File: src/rtl/intcmp_pkg.sv
package intcmp_pkg;

    localparam int DEF_WIDTH  = 32;
    localparam int DEF_LANE_W = 8;

    typedef enum logic [1:0] {
        OP_SCMP   = 2'b00,
        OP_UCMP   = 2'b01,
        OP_CARRY  = 2'b10,
        OP_BMATCH = 2'b11
    } icmp_op_e;

    // Top bit of a compare result: the raw difference bit when the signs
    // agree, otherwise the sign of the operand picked for the ordering.
    function automatic logic order_msb(input logic raw_msb,
                                       input logic a_msb,
                                       input logic b_msb,
                                       input logic signed_cmp);
        logic pick;
        pick = signed_cmp ? b_msb : a_msb;
        return (a_msb ^ b_msb) ? pick : raw_msb;
    endfunction

endpackage

File: src/rtl/intcmp_compare.sv
module intcmp_compare
    import intcmp_pkg::*;
#(
    parameter int WIDTH = DEF_WIDTH
) (
    input  logic [WIDTH-1:0] a_i,
    input  logic [WIDTH-1:0] b_i,
    input  logic             signed_i,
    output logic [WIDTH-1:0] diff_o
);
    localparam int MSB = WIDTH - 1;

    logic [WIDTH-1:0] raw;

    assign raw = b_i + ~a_i + WIDTH'(1);

    always_comb begin
        diff_o      = raw;
        diff_o[MSB] = order_msb(raw[MSB], a_i[MSB], b_i[MSB], signed_i);
    end
endmodule

File: src/rtl/intcmp_carry.sv
module intcmp_carry
    import intcmp_pkg::*;
#(
    parameter int WIDTH = DEF_WIDTH
) (
    input  logic [WIDTH-1:0] a_i,
    input  logic [WIDTH-1:0] b_i,
    input  logic             cin_i,
    output logic             cout_o
);
    logic [WIDTH-1:0] headroom;
    logic [WIDTH-1:0] addend;
    logic             b_full;

    assign headroom = ~a_i;
    assign addend   = b_i + WIDTH'(cin_i);
    assign b_full   = &b_i;
    assign cout_o   = (b_full & cin_i) | (headroom < addend);
endmodule

File: src/rtl/intcmp_bytematch.sv
module intcmp_bytematch
    import intcmp_pkg::*;
#(
    parameter int WIDTH  = DEF_WIDTH,
    parameter int LANE_W = DEF_LANE_W,
    parameter int IDX_W  = $clog2(WIDTH / LANE_W + 1)
) (
    input  logic [WIDTH-1:0] a_i,
    input  logic [WIDTH-1:0] b_i,
    output logic [IDX_W-1:0] idx_o
);
    localparam int LANES = WIDTH / LANE_W;

    // hit[k] belongs to lane k+1, counted from the most significant byte.
    logic [LANES-1:0] hit;

    for (genvar k = 0; k < LANES; k++) begin : g_lane
        localparam int TOP = WIDTH - 1 - k * LANE_W;
        assign hit[k] = (a_i[TOP -: LANE_W] == b_i[TOP -: LANE_W]);
    end

    // Scan from the least significant lane upward so that the most
    // significant matching lane is written last and wins.
    always_comb begin
        idx_o = '0;
        for (int k = LANES - 1; k >= 0; k--) begin
            if (hit[k]) idx_o = IDX_W'(k + 1);
        end
    end
endmodule

File: src/rtl/intcmp_unit.sv
module intcmp_unit
    import intcmp_pkg::*;
#(
    parameter int WIDTH   = DEF_WIDTH,
    parameter int LANE_W  = DEF_LANE_W,
    parameter bit OUT_REG = 1'b1
) (
    input  logic             clk,
    input  logic             rst,
    input  logic [1:0]       op_i,
    input  logic [WIDTH-1:0] a_i,
    input  logic [WIDTH-1:0] b_i,
    input  logic             cin_i,
    output logic [WIDTH-1:0] res_o,
    output logic             cout_o
);
    localparam int LANES = WIDTH / LANE_W;
    localparam int IDX_W = $clog2(LANES + 1);

    icmp_op_e         op;
    logic [WIDTH-1:0] cmp_res;
    logic             cy;
    logic [IDX_W-1:0] bm_idx;
    logic [WIDTH-1:0] nxt_res;
    logic             nxt_cout;

    assign op = icmp_op_e'(op_i);

    intcmp_compare #(.WIDTH(WIDTH)) u_cmp (
        .a_i      (a_i),
        .b_i      (b_i),
        .signed_i (op == OP_SCMP),
        .diff_o   (cmp_res)
    );

    intcmp_carry #(.WIDTH(WIDTH)) u_cy (
        .a_i    (a_i),
        .b_i    (b_i),
        .cin_i  (cin_i),
        .cout_o (cy)
    );

    intcmp_bytematch #(.WIDTH(WIDTH), .LANE_W(LANE_W), .IDX_W(IDX_W)) u_bm (
        .a_i   (a_i),
        .b_i   (b_i),
        .idx_o (bm_idx)
    );

    always_comb begin
        nxt_res  = '0;
        nxt_cout = 1'b0;
        unique case (op)
            OP_SCMP, OP_UCMP: nxt_res  = cmp_res;
            OP_CARRY:         nxt_cout = cy;
            OP_BMATCH:        nxt_res  = WIDTH'(bm_idx);
            default:          nxt_res  = '0;
        endcase
    end

    if (OUT_REG) begin : g_reg
        always_ff @(posedge clk) begin
            if (rst) begin
                res_o  <= '0;
                cout_o <= 1'b0;
            end else begin
                res_o  <= nxt_res;
                cout_o <= nxt_cout;
            end
        end
    end else begin : g_comb
        assign res_o  = nxt_res;
        assign cout_o = nxt_cout;
    end
endmodule

File: config.mk
export PLATFORM = sky130hd
export DESIGN_NAME = intcmp_unit
export DESIGN_NICKNAME = d
export VERILOG_FILES = /design/src/rtl/intcmp_pkg.sv /design/src/rtl/intcmp_compare.sv /design/src/rtl/intcmp_carry.sv /design/src/rtl/intcmp_bytematch.sv /design/src/rtl/intcmp_unit.sv
export SDC_FILE = /design/constraint.sdc
export NUM_CORES = 1
export LEC_CHECK = 0
export BUFFER_PORTS_ARGS = -buffer_cell sky130_fd_sc_hd__clkbuf_2
export CAP_MARGIN = 20
export CORE_MARGIN = 1.5
export CORE_UTILIZATION = 38
export DETAILED_ROUTE_END_ITERATION = 10
export SLEW_MARGIN = 30
export SYNTH_ARGS = -nofsm -noshare
export SYNTH_HDL_FRONTEND = slang
export SYNTH_SLANG_ARGS = --single-unit
export TNS_END_PERCENT = 10
File: constraint.sdc
create_clock -name clk -period 4.1 [get_ports clk]
set_input_delay 0.41 -clock clk [delete_from_list [all_inputs] [get_ports clk]]
set_output_delay 0.41 -clock clk [all_outputs]
set_load 0.02 [all_outputs]
**Word level (Yosys, flattened, before mapping)**

Cells that the tools add are included.

- Add/subtract/negate cells: 3
- Order comparisons: 1
- Equality and inequality tests: 7
- Muxes and demuxes: 7
- Bitwise operators: 5
- Reduce and logical (&&, ||, !) cells: 4

Operators by type and width:

| cell | number |
|---|---|
| $pmux 32 s2 | 1 |
| $add 32x1->32 | 1 |
| $add 32x1->32 const B | 1 |
| $add 32x32->32 | 1 |
| $eq 8x8->1 | 4 |
| $lt 32x32->1 | 1 |
| $not 32->32 | 1 |
| $reduce_and 32->1 | 1 |
| $mux 3 | 4 |
| $eq 2x2->1 const B | 2 |
| $reduce_or 2->1 | 2 |
| $eq 2x1->1 const B | 1 |
| $logic_not 2->1 | 1 |
| $mux 1 | 2 |
| $and 1x1->1 | 1 |
| $not 1->1 | 1 |
| $or 1x1->1 | 1 |
| $xor 1x1->1 | 1 |

- Bits in registers: 33
- Bits of input ports: 69
- Output and inout port bits: 33

**Depth between registers and ports, before layout**

Gate-level depths: netlist of run 1.

- Depth in word-level cells: 6
- Depth in mapped cells: 15

**Cells and area by module**

Synthesis of run 1 repeated with hierarchy kept, for this count alone.

- Cell total of the unflattened synthesis: 604
- Area, all modules: 4683.2 µm²

By module, submodules not included:

| module | instances | cells each | area each (µm²) |
|---|---|---|---|
| intcmp_compare | 1 | 279 | 1883.1 |
| intcmp_carry | 1 | 200 | 1406.3 |
| intcmp_unit | 1 | 78 | 999.7 |
| intcmp_bytematch | 1 | 47 | 394.1 |

**Worst setup path before layout of run 1**

Ideal clock, no wire load.

- Kind: input -> register
- From: in b_i[16]
- To: reg cout_o
- Library setup time: 0.114 ns
- Arrival: 2.951 ns
- Slack: 1.035 ns
- Stages on the path: 15
- Buffers on the path: 0
- Path through: and4_1 nand3_1 nor4_1 and2_1 and2b_1 nand3_1 xor2_1 ha_1 a21o_1 a21o_1 a21oi_1 o21ai_0 a21oi_1 o21ai_0 a2111oi_0

- Longest elaborated chain between the ends: 3

RTL lines:

| what | line | source |
|---|---|---|
| start, declared | intcmp_unit.sv:12 | `input logic [WIDTH-1:0] b_i,` |
| $add 32x1->32 or $reduce_and 32->1 (tied branches) | intcmp_carry.sv:16, intcmp_carry.sv:17 |  |
| $lt 32x32->1 or $and 1x1->1 (tied branches) | intcmp_carry.sv:18 | `assign cout_o = (b_full & cin_i) \| (headroom < addend);` |
| $or 1x1->1 * | intcmp_carry.sv:18 |  |
| end signal, assigned | intcmp_unit.sv:67 | `cout_o <= nxt_cout;` |
| end, declared | intcmp_unit.sv:15 | `output logic cout_o` |

Mark *: on every way between the ends. The rest lies on a longest branch, timed or not.
A chain may end at the register's enable or synchronous reset.

**Worst setup path in the final report of run 1**

- From: in b_i[13]
- To: reg cout_o

The elaborated chain is that of the path after synthesis.

==> results of run 1 <==
metrics by stage:
stage                     setup slack (ns)  hold slack [ns]  util (%)
after CTS                            0.752            0.409      45.8
final                                0.726            0.422      45.8
after detailed placement             0.467            0.713      45.0
after global routing                 0.354            0.429      45.8
after global placement               0.536            0.726      45.0
after floorplan                       1.03            0.483         -
flip-flops by register name, summed over array words and instances, names as in the netlist:
register and flops:
cout_o 1, res_o 32
worst paths after layout:
check,endpoint,startpoint,slack (ns)
max,cout_o$_SDFF_PP0_,b_i[13],0.73
min,res_o[0]$_SDFF_PP0_,rst,0.42
final cells by class:
class	instances	area (um^2)	area share [%]
clock buffer	6	72.6	1.52
clock inverter	2	10.0	0.210
multi-input combinational	444	3190	66.8
sequential	33	661	13.9
tap	136	170	3.57
timing repair buffer	101	505	10.6
inverter	43	161	3.39
report_power, final:
group / switching [mW] / internal, mW / leakage [nW]
Sequential: 0.00684 / 0.347 / 0.271
Clock: 0.113 / 0.117 / 0.0450
Combinational: 0.327 / 0.212 / 2.01
Total: 0.446 / 0.676 / 2.33
placed cells by master (no fill, tap or decap), types with 6 or more instances in the layout:
master | netlist | layout
clkbuf_2 | 0 | 101
ha_1 | 64 | 64
inv_1 | 43 | 43
nand2_1 | 43 | 43
nor2_1 | 43 | 43
a21oi_1 | 39 | 39
dfxtp_1 | 33 | 33
nand3_1 | 31 | 31
xor2_1 | 31 | 31
a21o_1 | 27 | 27
nand4_1 | 21 | 21
o21ai_0 | 21 | 21
xnor2_1 | 19 | 19
and3_1 | 9 | 9
a31oi_1 | 7 | 7
and2_1 | 6 | 6
nand2b_1 | 6 | 6
kinds of logic (layout without fill, tap and decap cells):
kind of cell             count (synthesis)  after routing  synth area share, %
XOR/XNOR                                50             50                 10.7
adder cells (fa/ha/maj)                 65             65                 20.0
multiplexers                             4              4                 1.01
AO/OA/AOI/OAI                          140            140                 23.5
buffers and inverters                   61            152                 6.34
AND/OR/NAND/NOR                        185            185                 22.4
flip-flops                              33             33                 16.1
metal layers:
layer,vias up,share of wire (%),wire [um],track usage [%]
li1,2132,-,-,-
met1,1871,53,6350,32.9
met2,135,41,4930,32.4
met3,10,5.0,599,2.37
met4,0,1.5,175,6.10
met5,-,0,0,0
==> reports/qor.yml, run 1 <==
outcome:
  outcome: "finished, final reports clean"
setup_path:
  cp.required_ns: 4.28
  path_max_fanout: 6
  critical-path-top-delay-family: "simple AND/OR/NAND/NOR gates"
  worstPathCellList: "clkbuf_2, and4_1, nand3_1, nor4_1, and2_1, and2b_1, nand3_1, xor2_1, ha_1, a21o_1, a21o_1, a21oi_1, o21ai_0, a21oi_1, o21ai_0, a2111oi_0"
  crit_type: "input pin to flip-flop"
  max_stage_delay_ns: 0.46
  crit_buf_inv: 1
  crit_slowest_cell: "nor4_1"
  crit_path_end_kind: "flip-flop"
  crit_arrival_ns: 3.55
  cp.depth: 16
  cp-start-kind: "input pin"
hold_path:
  min_delay_path_depth: 2
  hold_class: "input pin to flip-flop"
timing:
  drv_slew: 0
  tightest_slew_ns: 0.607
  slew_headroom_pct: 59.2
  rsz0062_at_grt: "no"
  setup_viol: 0
  max_freq_mhz: 296
  hold_viol_final: 0
  fin_crit_ns: 3.37
  tns_ns: 0
  fin_crit_sh_pct: 82.3
placement:
  dpl-instance-area_mm2: 0.00468
  dpl.hpwl_um: 10400
  placedCellCount: 757
  portBuffers: 101
  place_congestion: 0.916
pwr:
  total_power_mw: 1.12
  vdd.ir_drop.worst_mv: 0.170
  pwr_density_cell_mw_per_mm2: 236
  p_leak_nw: 2.33
clock_tree:
  clk_pin_slew_worst_paths_ns: 0.07
  cts-root-buf: "clkbuf_8"
  cts_buffers: 5
  holdBufCountCts: 0
  cts_tree: "yes"
  cts.path.max_buffers: 2
  cts_setup_buffers: 0
  post_cts_resized: 0
  cts_sinks: 33
  cts.htree.levels: 2
route:
  drt-total-wl_um: 12100
  dr.pass1.iters: 5
  drc: 0
  first_iter_violations: 227
  vias: 4148
  via_per_inst: 5.42
  drtAntennaViolNets: 0
  wire_per_inst_um: 15.8
global_route:
  antenna_found_initial: 0
  grt_pass1_wl_um: 19900
  grt.total_usage_pct: 21.8
  grt_pass1_vias: 3979
  overflow: 0
  grt_max_degree: 30
synth:
  syn_nets: 672
  synth_seq_cells: 33
  synth.avg_cell_area_um2: 7.63
  mappedNetlistArea_mm2: 0.00411
  synth-edff-count: 0
  synth_most_common_cell: "ha_1"
  yosysWarnings: 0
  synth_ff_type: "dfxtp_1"
  synth_top_area_share_pct: 19.5
  synth.area.top_cells: "ha_1 20%, dfxtp_1 16%, xor2_1 6.6%"
  synth_top_cell_by_area: "ha_1"
  synthCells: 538
  ys_async_sr_fraction_pct: 0
  yosysSeqAreaShare_pct: 16.1
  ys_top_cells_by_count: "64 x ha_1, 43 x inv_1, 43 x nand2_1, 43 x nor2_1, 39 x a21oi_1"
  ys_types: 62
die:
  std_cell_rows: 37
  die_area_mm2: 0.0114
  ios: 102
  die_w_um: 107
  initial_core_util_pct: 39.4
  core_area_mm2: 0.0104
  die-height_um: 107
layout:
  area_delta_synth_final_pct: 16.1
  fin_nets: 762
  instances_no_fill: 765
  stdcell_area_mm2: 0.00477
  drive_gt1_share_pct: 19.1
  insertedDiodeCount: 0
  nFillCells: 1100
run:
  drv_cap: 0
(Power assumes the default switching activity.)
==> run 2: changes to the inputs <==
==> constraint.sdc (replaced) <==
create_clock -name clk -period 2.96 [get_ports clk]
set_input_delay 0.296 -clock clk [delete_from_list [all_inputs] [get_ports clk]]
set_output_delay 0.296 -clock clk [all_outputs]
set_load 0.02 [all_outputs]
==> run 2 against run 1 <==
  * Combinational power is 49% higher
  * Die area did not move
  * Non-clock buffer count up 49
  * Core utilization grew 4.9 points
  * Critical path depth did not move
  * Global-route usage rose by 0.13 points
  * Sequential cell count unchanged
  * Setup slack lost 0.61 ns
  * Largest cell class unchanged
==> reports/qor.yml, run 2 (synthesized netlist as in run 1, its figures left out) <==
setup_path:
  cp.required_ns: 3.14
  worstPathCellList: "clkbuf_2, and4_4, nand3_4, nor4_4, buf_4, and2_4, and2b_2, buf_6, buf_4, nand2_1, xor2_1, ha_1, nand4_1, or4_4, o21ai_4, a2111oi_4"
  cp_common_cell: "buf_4"
  cp-start-kind: "input pin"
  crit_slowest_cell: "or4_4"
  max_stage_delay_ns: 0.46
  crit_type: "input pin to flip-flop"
  path_max_fanout: 3
  crit_arrival_ns: 3.02
  crit_path_end_kind: "flip-flop"
pwr:
  p_int_mw: 1.09
  p_clk_share_pct: 25.3
  vdd.ir_drop.worst_mv: 0.256
  p_sw_mw: 0.643
  pwr-share-comb_pct: 46.5
  total_power_mw: 1.73
  pwr_density_cell_mw_per_mm2: 328
  p_leak_nw: 2.61
  p_seq_share_pct: 28.3
  p_sw_share_pct: 37.1
route:
  top_layer: "met4"
  wire_per_inst_um: 15.3
  vias: 4411
  dr.pass1.iters: 4
  first_iter_violations: 213
  wl_met1_um: 6400
  drt-total-wl_um: 12500
  drtAntennaViolNets: 0
  via_per_inst: 5.42
  met2_length_um: 5290
  wl_met3_um: 682
  drc: 0
layout:
  drive_gt1_share_pct: 27.4
  largest_register: "res_o"
  stdcell_area_mm2: 0.00528
  final_cell_mix: "101 x clkbuf_2, 64 x ha_1, 48 x buf_4"
  insertedDiodeCount: 0
  instances_no_fill: 814
  area_delta_synth_final_pct: 28.6
  largest_reg_flops: 32
  layout_commonest_cell: "clkbuf_2"
  top_regs: "res_o x32, cout_o x1"
  fin_nets: 811
die:
  std_cell_rows: 37
  die_w_um: 107
  die_area_mm2: 0.0114
  die-height_um: 107
  core_area_mm2: 0.0104
  ios: 102
  initial_core_util_pct: 39.4
timing:
  max_freq_mhz: 352
  fin_crit_ns: 2.84
  slew_headroom_pct: 63.7
  holdWs_ns: 0.298
  tightest_slew_ns: 0.544
  drv_slew: 0
  fin_crit_sh_pct: 95.9
  setup_viol: 0
  tns_ns: 0
  hold_viol_final: 0
global_route:
  grt_max_degree: 30
  grt_pass1_vias: 4094
  grt.total_usage_pct: 21.9
  antenna_found_initial: 0
  overflow: 0
  grt_pass1_wl_um: 19900
clock_tree:
  cts-root-buf: "clkbuf_8"
  cts.path.max_buffers: 2
  clk_pin_slew_worst_paths_ns: 0.08
  cts.htree.levels: 2
  cts_tree: "yes"
  cts_sinks: 33
  cts_buffers: 5
  holdBufCountCts: 0
placement:
  dpl.hpwl_um: 10800
  placedCellCount: 802
  dpl-instance-area_mm2: 0.00502
  portBuffers: 101
  place_congestion: 0.890
hold_path:
  min_delay_path_depth: 2
  hold_class: "input pin to flip-flop"
run:
  drv_cap: 0
outcome:
  outcome: "finished, final reports clean"
[run 2: cell count changes in the layout (fill, tap and decap cells not counted), sizes merged]
| cell | change |
|---|---|
| clkbuf | +1 |
| bufinv | +1 |
| buf | +49 |
| clkinv | -2 |
[run 2: cell type report]
cell class,instances,area (um^2)
Clock buffer,7,86.3
Clock inverter,1,30.0
Fill cell,1062,5130
Inverter,43,161
Multi-Input combinational cell,444,3300
Sequential cell,33,661
Tap cell,136,170
Timing Repair Buffer,150,877
[run 2: power groups by stage]
| stage | clock (mW) | sequential (mW) | combinational (mW) |
|---|---|---|---|
| final | 0.438 | 0.489 | 0.805 |
| after floorplan | 0 | 0.547 | 0.466 |
| after global placement | 0 | 0.499 | 0.765 |
| after CTS | 0.440 | 0.490 | 0.785 |
| after global routing | 0.467 | 0.493 | 0.884 |
| after detailed placement | 0 | 0.500 | 0.772 |
[run 2: metal layers]
| layer | GRT usage, % | vias to the layer above |
|---|---|---|
| met5 | 0 | - |
| met2 | 33.7 | 140 |
| met4 | 4.19 | 0 |
| met1 | 32.8 | 2038 |
| met3 | 2.55 | 12 |
| li1 | - | 2221 |
[run 2: what timing repair did]
action,4_1_cts,5_1_grt
setup endpoints to repair,1,1
resized for setup,11,16
pin swaps,11,10
setup buffers,3,1
[run 2: worst max-delay path, delay by kind of cell]
| kind | cells | cell delay (ns) |
|---|---|---|
| AND/OR/NAND/NOR | 8 | 1.53 |
| adder cells (fa/ha/maj) | 1 | 0.30 |
| AO/OA/AOI/OAI | 2 | 0.28 |
| XOR/XNOR | 1 | 0.15 |
| buffers and inverters | 4 | 0.44 |
[run 2: stage by stage]
stage                     util [%]  setup WS, ns
after CTS                     49.9        0.0107
after global routing          50.7      -0.00292
after global placement        48.2        -0.250
after floorplan                  -       0.00885
after detailed placement      48.2        -0.504
final                         50.7         0.120
[run 2: worst paths after layout]
| kind | slack, ns | end | from |
|---|---|---|---|
| worst min-delay path | 0.30 | cout_o$_SDFF_PP0_ | rst |
| worst max-delay path | 0.12 | cout_o$_SDFF_PP0_ | b_i[16] |
